`src/rtl/chan_rf_pkg.sv`:
```
package chan_rf_pkg;

    localparam int RF_ADDR_W = 12;

    localparam logic [RF_ADDR_W-1:0] OFS_CMD_STS = 12'hFC0;
    localparam logic [RF_ADDR_W-1:0] OFS_CMD_SET = 12'hFC4;
    localparam logic [RF_ADDR_W-1:0] OFS_CMD_CLR = 12'hFC8;
    localparam logic [RF_ADDR_W-1:0] OFS_CMD_MSK = 12'hFCC;
    localparam logic [RF_ADDR_W-1:0] OFS_INT_STS = 12'hFD0;
    localparam logic [RF_ADDR_W-1:0] OFS_INT_SET = 12'hFD4;
    localparam logic [RF_ADDR_W-1:0] OFS_INT_CLR = 12'hFD8;
    localparam logic [RF_ADDR_W-1:0] OFS_INT_MSK = 12'hFDC;

    typedef enum logic [1:0] {
        FLD_IDLE  = 2'd0,
        FLD_START = 2'd1,
        FLD_PAUSE = 2'd2,
        FLD_FLUSH = 2'd3
    } cmd_code_e;

    typedef enum logic [2:0] {
        RSEL_NONE,
        RSEL_CMD_STS,
        RSEL_CMD_MSK,
        RSEL_INT_STS,
        RSEL_INT_MSK
    } rsel_e;

    typedef struct packed {
        logic cmd_set;
        logic cmd_clr;
        logic cmd_msk;
        logic int_set;
        logic int_clr;
        logic int_msk;
    } wstb_t;

    // Write strobes for one access; status offsets are read-only.
    function automatic wstb_t wr_decode(input logic en, input logic [RF_ADDR_W-1:0] a);
        wstb_t s;
        s = '0;
        if (en) begin
            s.cmd_set = (a == OFS_CMD_SET);
            s.cmd_clr = (a == OFS_CMD_CLR);
            s.cmd_msk = (a == OFS_CMD_MSK);
            s.int_set = (a == OFS_INT_SET);
            s.int_clr = (a == OFS_INT_CLR);
            s.int_msk = (a == OFS_INT_MSK);
        end
        return s;
    endfunction

    function automatic rsel_e rd_decode(input logic [RF_ADDR_W-1:0] a);
        rsel_e r;
        case (a)
            OFS_CMD_STS, OFS_CMD_SET, OFS_CMD_CLR: r = RSEL_CMD_STS;
            OFS_CMD_MSK:                           r = RSEL_CMD_MSK;
            OFS_INT_STS, OFS_INT_SET, OFS_INT_CLR: r = RSEL_INT_STS;
            OFS_INT_MSK:                           r = RSEL_INT_MSK;
            default:                               r = RSEL_NONE;
        endcase
        return r;
    endfunction

endpackage

```
`src/rtl/chan_rf_decode.sv`:
```
module chan_rf_decode
    import chan_rf_pkg::*;
(
    input  logic                 wr_en,
    input  logic [RF_ADDR_W-1:0] wr_addr,
    input  logic [RF_ADDR_W-1:0] rd_addr,
    output wstb_t                wstb,
    output rsel_e                rsel
);
    always_comb begin
        wstb = wr_decode(wr_en, wr_addr);
        rsel = rd_decode(rd_addr);
    end
endmodule

```
`src/rtl/chan_rf_bits.sv`:
```
// Sticky status bits: software and hardware set, software and hardware clear.
// Any set outranks any clear on the same bit in the same cycle.
module chan_rf_bits #(
    parameter int W = 32
) (
    input  logic         clk,
    input  logic         rst,
    input  logic         sw_set_en,
    input  logic         sw_clr_en,
    input  logic [W-1:0] sw_bits,
    input  logic [W-1:0] hw_set,
    input  logic [W-1:0] hw_clr,
    output logic [W-1:0] q
);
    logic [W-1:0] set_v;
    logic [W-1:0] clr_v;
    logic [W-1:0] nxt;

    always_comb begin
        set_v = (sw_set_en ? sw_bits : '0) | hw_set;
        clr_v = (sw_clr_en ? sw_bits : '0) | hw_clr;
        nxt   = (q & ~clr_v) | set_v;
    end

    always_ff @(posedge clk) begin
        if (rst) q <= '0;
        else     q <= nxt;
    end
endmodule

```
`src/rtl/chan_rf_cmd_out.sv`:
```
module chan_rf_cmd_out
    import chan_rf_pkg::*;
#(
    parameter int N_CH = 16,
    localparam int DW = 2 * N_CH
) (
    input  logic [DW-1:0]   fields,
    output logic [N_CH-1:0] start,
    output logic [N_CH-1:0] pause,
    output logic [N_CH-1:0] flush
);
    for (genvar i = 0; i < N_CH; i++) begin : g_ch
        cmd_code_e code;
        assign code     = cmd_code_e'(fields[2*i +: 2]);
        assign start[i] = (code == FLD_START);
        assign pause[i] = (code == FLD_PAUSE);
        assign flush[i] = (code == FLD_FLUSH);
    end
endmodule

```
`src/rtl/chan_cmd_irq_regs.sv`:
```
module chan_cmd_irq_regs
    import chan_rf_pkg::*;
#(
    parameter int N_CH = 16,
    localparam int DW = 2 * N_CH
) (
    input  logic                 clk,
    input  logic                 rst,
    input  logic                 wr_en,
    input  logic [RF_ADDR_W-1:0] wr_addr,
    input  logic [DW-1:0]        wr_data,
    input  logic [RF_ADDR_W-1:0] rd_addr,
    output logic [DW-1:0]        rd_data,
    output logic [N_CH-1:0]      cmd_start,
    output logic [N_CH-1:0]      cmd_pause,
    output logic [N_CH-1:0]      cmd_flush,
    input  logic [N_CH-1:0]      cmd_ack,
    input  logic [N_CH-1:0]      ch_done,
    input  logic [N_CH-1:0]      ch_err,
    output logic                 irq
);
    wstb_t       wstb;
    rsel_e       rsel;
    logic [DW-1:0] cmd_q;
    logic [DW-1:0] int_q;
    logic [DW-1:0] cmd_msk_q;
    logic [DW-1:0] int_msk_q;
    logic [DW-1:0] ack_pairs;
    logic [DW-1:0] ev_pairs;

    chan_rf_decode u_dec (
        .wr_en   (wr_en),
        .wr_addr (wr_addr),
        .rd_addr (rd_addr),
        .wstb    (wstb),
        .rsel    (rsel)
    );

    // Per-channel pair spreading: ack clears both bits, events map done->low, err->high.
    for (genvar i = 0; i < N_CH; i++) begin : g_pair
        assign ack_pairs[2*i +: 2] = {2{cmd_ack[i]}};
        assign ev_pairs[2*i +: 2]  = {ch_err[i], ch_done[i]};
    end

    chan_rf_bits #(.W(DW)) u_cmd_bits (
        .clk       (clk),
        .rst       (rst),
        .sw_set_en (wstb.cmd_set),
        .sw_clr_en (wstb.cmd_clr),
        .sw_bits   (wr_data),
        .hw_set    ('0),
        .hw_clr    (ack_pairs),
        .q         (cmd_q)
    );

    chan_rf_bits #(.W(DW)) u_int_bits (
        .clk       (clk),
        .rst       (rst),
        .sw_set_en (wstb.int_set),
        .sw_clr_en (wstb.int_clr),
        .sw_bits   (wr_data),
        .hw_set    (ev_pairs),
        .hw_clr    ('0),
        .q         (int_q)
    );

    always_ff @(posedge clk) begin
        if (rst) begin
            cmd_msk_q <= '0;
            int_msk_q <= '0;
        end else begin
            if (wstb.cmd_msk) cmd_msk_q <= wr_data;
            if (wstb.int_msk) int_msk_q <= wr_data;
        end
    end

    chan_rf_cmd_out #(.N_CH(N_CH)) u_out (
        .fields (cmd_q & cmd_msk_q),
        .start  (cmd_start),
        .pause  (cmd_pause),
        .flush  (cmd_flush)
    );

    always_comb begin
        case (rsel)
            RSEL_CMD_STS: rd_data = cmd_q;
            RSEL_CMD_MSK: rd_data = cmd_msk_q;
            RSEL_INT_STS: rd_data = int_q;
            RSEL_INT_MSK: rd_data = int_msk_q;
            default:      rd_data = '0;
        endcase
    end

    assign irq = |(int_q & int_msk_q);
endmodule

```
`config.mk`:
```
export PLATFORM = sky130hd
export DESIGN_NAME = chan_cmd_irq_regs
export DESIGN_NICKNAME = d
export VERILOG_FILES = /design/src/rtl/chan_rf_pkg.sv /design/src/rtl/chan_rf_decode.sv /design/src/rtl/chan_rf_bits.sv /design/src/rtl/chan_rf_cmd_out.sv /design/src/rtl/chan_cmd_irq_regs.sv
export SDC_FILE = /design/constraint.sdc
export NUM_CORES = 1
export LEC_CHECK = 0
export ABC_AREA = 0
export BUFFER_PORTS_ARGS = -buffer_cell sky130_fd_sc_hd__buf_2
export CAP_MARGIN = 25
export CORE_MARGIN = 3
export CORE_UTILIZATION = 45
export DETAILED_ROUTE_END_ITERATION = 8
export PLACE_DENSITY = 0.7
export SYNTH_ARGS = -nofsm -noshare
export SYNTH_HDL_FRONTEND = slang
export SYNTH_HIERARCHICAL = 1
export SYNTH_SLANG_ARGS = --single-unit
```
`constraint.sdc`:
```
create_clock -name clk -period 3.05 [get_ports clk]
set_input_delay 0.4575 -clock clk [delete_from_list [all_inputs] [get_ports clk]]
set_output_delay 0.4575 -clock clk [all_outputs]
set_load 0.01 [all_outputs]
```
* Word-level counts from Yosys, hierarchy flattened
Index checks and enable logic that the tools add are counted.
Word-level totals: word-level logic and storage cells 90, flip-flop bits (word level) 128
Cells by class: reductions and logical operators 3, muxes and demuxes 7, equal/unequal tests 66, bitwise gates (word level) 10
Operators by type and width (count):
- $eq 12x12->1 const B | 14
- $and 32x32->32 | 4
- $mux 32 | 4
- $or 32x32->32 | 4
- $pmux 32 s4 | 1
- $eq 2x2->1 const B | 32
- $not 32->32 | 2
- $eq 2x1->1 const B | 16
- $reduce_or 32->1 | 1
- $pmux 3 s4 | 1
- $eq 3x2->1 const B | 2
- $mux 6 | 1
- $reduce_or 3->1 | 2
- $eq 3x1->1 const B | 1
- $eq 3x3->1 const B | 1

* Longest topological paths before layout
word-level depth 7, gate-level depth with buffers 7, mapped depth without buffers 5

* Modules after synthesis
Netlist, hierarchy kept.
By module, submodules not included:
- chan_cmd_irq_regs | cells each 374, area an instance 3315.7 µm², times used 1
- chan_rf_bits | cells each 169, area an instance 1520.2 µm², times used 2
- chan_rf_cmd_out | cells each 48, area an instance 400.4 µm², times used 1
- chan_rf_decode | cells each 24, area an instance 209.0 µm², times used 1

* Worst setup path after synthesis
Ideal clock, no wire load.
path type input port to output port, from input port rd_addr[1], to output port rd_data[0], stages 6, slack 549 ps, arrival time 2043 ps, path through or3_1 -> a2111oi_2 -> nor3b_2 -> buf_2 -> a22oi_1 -> nand2_1
Between the ends: longest elaborated chain between the ends 5, elaborated cells between the ends (all ways) 16
RTL lines:
- from (decl) | RTL line chan_cmd_irq_regs.sv:12 | input logic [RF_ADDR_W-1:0] rd_addr,
- $eq 12x12->1 | RTL line chan_rf_pkg.sv:55 | case (a)
- $reduce_or 3->1 | RTL line chan_rf_pkg.sv:55
- $pmux 3 s4 (*) | RTL line chan_rf_pkg.sv:55
- net rsel[1] | RTL line chan_cmd_irq_regs.sv:23 | rsel_e rsel;
- $eq 3x3->1, or another cell as far along | RTL line chan_cmd_irq_regs.sv:85 | case (rsel)
- $pmux 32 s4 (*) | RTL line chan_cmd_irq_regs.sv:85
- to (decl) | RTL line chan_cmd_irq_regs.sv:13 | output logic [DW-1:0] rd_data,
The timed path passes the listed nets; every way through them passes the cells marked *.

* Final worst setup path
from input port rd_addr[0], to output port rd_data[31]
The elaborated chain is that of the path after synthesis.

==> metrics.cfg <==
[clock_network]
htreeDepth = 4
postCtsHoldBufs = 0
clock_sinks = 128
cts_buffers = 17
cts.clk_slew.worst_paths_ns = 0.06
cts_tree = built
cts_root_buffer = clkbuf_16
clock_latency_ns = 0.42
clock_path_buffers = 2

[route]
drc = 0
wl_per_cell_microns = 16.38
vias_per_cell = 5.304
drt-total-wl_microns = 20130
ant_nets = 0
first_iter_violations = 359
via_count = 6519
firstDrtPassIters = 5

[global_routing]
antenna_found_initial = 0
grt_usage_pct = 23.57
grt_pass1_vias = 6135
grt_max_degree = 52
overflow = 0
grt_first_pass_wirelength_microns = 31650

[power_and_ir_drop]
leakagePower_uw = 0.003814
combPwrFrac_pct = 6.9
p_int_uw = 3291
power_switching_uw = 912.6
p_sw_share_pct = 21.71
p_total_uw = 4204
p_clk_share_pct = 50.8
powerDensity_mw_per_mm2 = 466.6
power_frac_seq_pct = 42.3
vdd_ir_drop_max_uv = 378.2

[logic_synthesis]
yosysTopAreaCellShare_pct = 36.79
synthCells = 784
async_flop_share_pct = 0
ys_ff_latch = 128
ys.flop_type = dfxtp_1
ys_top_cells_by_area = dfxtp_1 (37%), mux2i_1 (9.2%), a22oi_1 (8.6%)
ys_warn_count = 6
synthDistinctLibCells = 33
postSynthAreaPerCell_sq_um = 8.884
yosysSeqAreaShare_pct = 36.79
synth_edf_count = 0
netlist_area_sq_mm = 0.006965
yosysTopAreaCell = dfxtp_1

[timing]
rsz0062_at_grt = no
relSlewSlack_pct = 53.45
fin_crit_sh_pct = 94.43
min_period_ns = 2.880
drv_slew = 0
finalHoldViolations = 0
fmax_mhz = 347.2
worstMarginPinSlew_ns = 0.6983
tns_ns = 0
clock-skew-final_ns = 0
setup_viol = 0

[worst_setup_path]
slowest_stage = or3_1
cp.buffers_inverters = 6
endpoint_kind = output pin
start_kind = input port
cpMostUsedCell = buf_4
slowest_delay_ns = 0.35
path_class = input port to output pin
worstPathArrival_ns = 2.42
cpLargestDelayFamily = buffers and inverters
crit_path_cell_trace = buf_2 > buf_4 > or3_1 > a2111oi_2 > buf_4 > nor3b_4 > buf_4 > buf_12 > a22oi_1 > nand2_1 > buf_2
cp.required_ns = 2.59
worst-path-max-fanout = 17

[floorplan]
start_util_pct = 47.03
dieHeight_microns = 130.4
fp.coreArea_sq_mm = 0.01481
ios = 188
rows = 44
die_w_microns = 130.4
dieArea_sq_mm = 0.01701

[cells_and_area]
mostFrequentLayoutCell = buf_2
nFillCells = 1311
mostFrequentLayoutCells = buf_2 (186), dfxtp_1 (128), nand2_1 (97), a22oi_1 (80), a21oi_1 (66)
area_delta_synth_final_pct = 29.35
drive_gt1_share_pct = 34.74
seqCellArea_sq_mm = 0.002562
multi_input_area_sq_mm = 0.004373
diodes = 0
nNetsFinal = 1140

[placement]
gp_congestion = 0.8503
dpl.hpwl_microns = 14250
portBuffers = 187

[flow_run]
cap_violations = 0

[run_status]
status = complete, no violations

[min_path]
hold_path.class = input port to flop

cell usage after synthesis, types with 3 or more instances:
cell      number
a21oi_1       66
a21oi_2       62
a22oi_1       80
and2_1        32
and2_2        16
and2b_2       32
buf_2         24
buf_6         15
clkbuf_1       5
dfxtp_1      128
mux2i_1       64
nand2_1       97
nand3b_1      65
nand4_1        6
nor2_1        64
nor3b_2        3
nor4_1         6
per-stage QoR:
step	std cells	cell area [sq um]	setup WS, ns	hold WS (ns)	util [%]
6_report	1229	9010	0.1699	0.2978	60.84
5_1_grt	1229	9010	0.01449	0.2907	60.84
4_1_cts	1226	8984	0.07130	0.2768	60.66
3_5_place_dp	1194	8335	-0.1488	0.4905	56.29
3_3_place_gp	1194	8335	-0.07252	0.4828	56.29
2_1_floorplan	847	7202	0.5491	0.4584	-
tightest hold or removal path, cell delays in order:
cell and delay, ns:
buf_2 0.07, a21oi_1 0.04, a21oi_2 0.11
state kept, by name (all words and copies together), names as in the netlist:
signal        cells
u_int_bits/q     32
u_cmd_bits/q     32
cmd_msk_q        32
int_msk_q        32
path summary, 6_finish.rpt:
path	endpoint	depth (start not counted)	slack [ns]	startpoint
worst max-delay path	rd_data[31]	11	0.17	rd_addr[0]
worst max register to register	u_int_bits/q[16]	2	2.29	u_int_bits/q[16]
worst min-delay path	u_int_bits/q[6]	3	0.30	ch_done[3]
worst min register to register	u_cmd_bits/q[3]	2	0.50	u_cmd_bits/q[3]
power by group through the flow:
stage / Combinational, uW / Clock, uW / Sequential, uW
3_5_place_dp: 288 / 0 / 1810
4_1_cts: 289 / 2170 / 1780
3_3_place_gp: 284 / 0 / 1810
6_report: 291 / 2130 / 1780
5_1_grt: 325 / 2230 / 1780
2_1_floorplan: 151 / 0 / 1790
logic make-up (layout without fill, tap and decap cells):
family	Yosys count	in the layout	synth area share, %
compound gates	211	211	21.65
buf+inv	47	245	4.581
flops	128	128	36.79
mux	64	64	9.197
other cells	1	64	0.05384
simple gates	333	333	27.74
metal layers:
layer	up-vias	routed length [microns]	global-route usage [%]
li1	3255	-	-
met1	3045	9476	32.98
met2	199	9372	37.18
met3	20	1023	4.431
met4	0	255	7.078
met5	-	0	0
layout make-up:
class | instances | area share, %
Multi-Input combinational cell | 672 | 48.53
Clock buffer | 27 | 5.916
Sequential cell | 128 | 28.44
Timing Repair Buffer | 213 | 13.46
Inverter | 1 | 0.04166
Tap cell | 184 | 2.555
Clock inverter | 4 | 1.055
repair_timing:
action,4_1_cts,5_1_grt
pin swaps,0,0
gates resized for setup,0,1
endpoints found under the hold margin,0,0
buffers inserted,1,3
endpoints found under the setup margin,14,20
(Power assumes the default switching activity.)
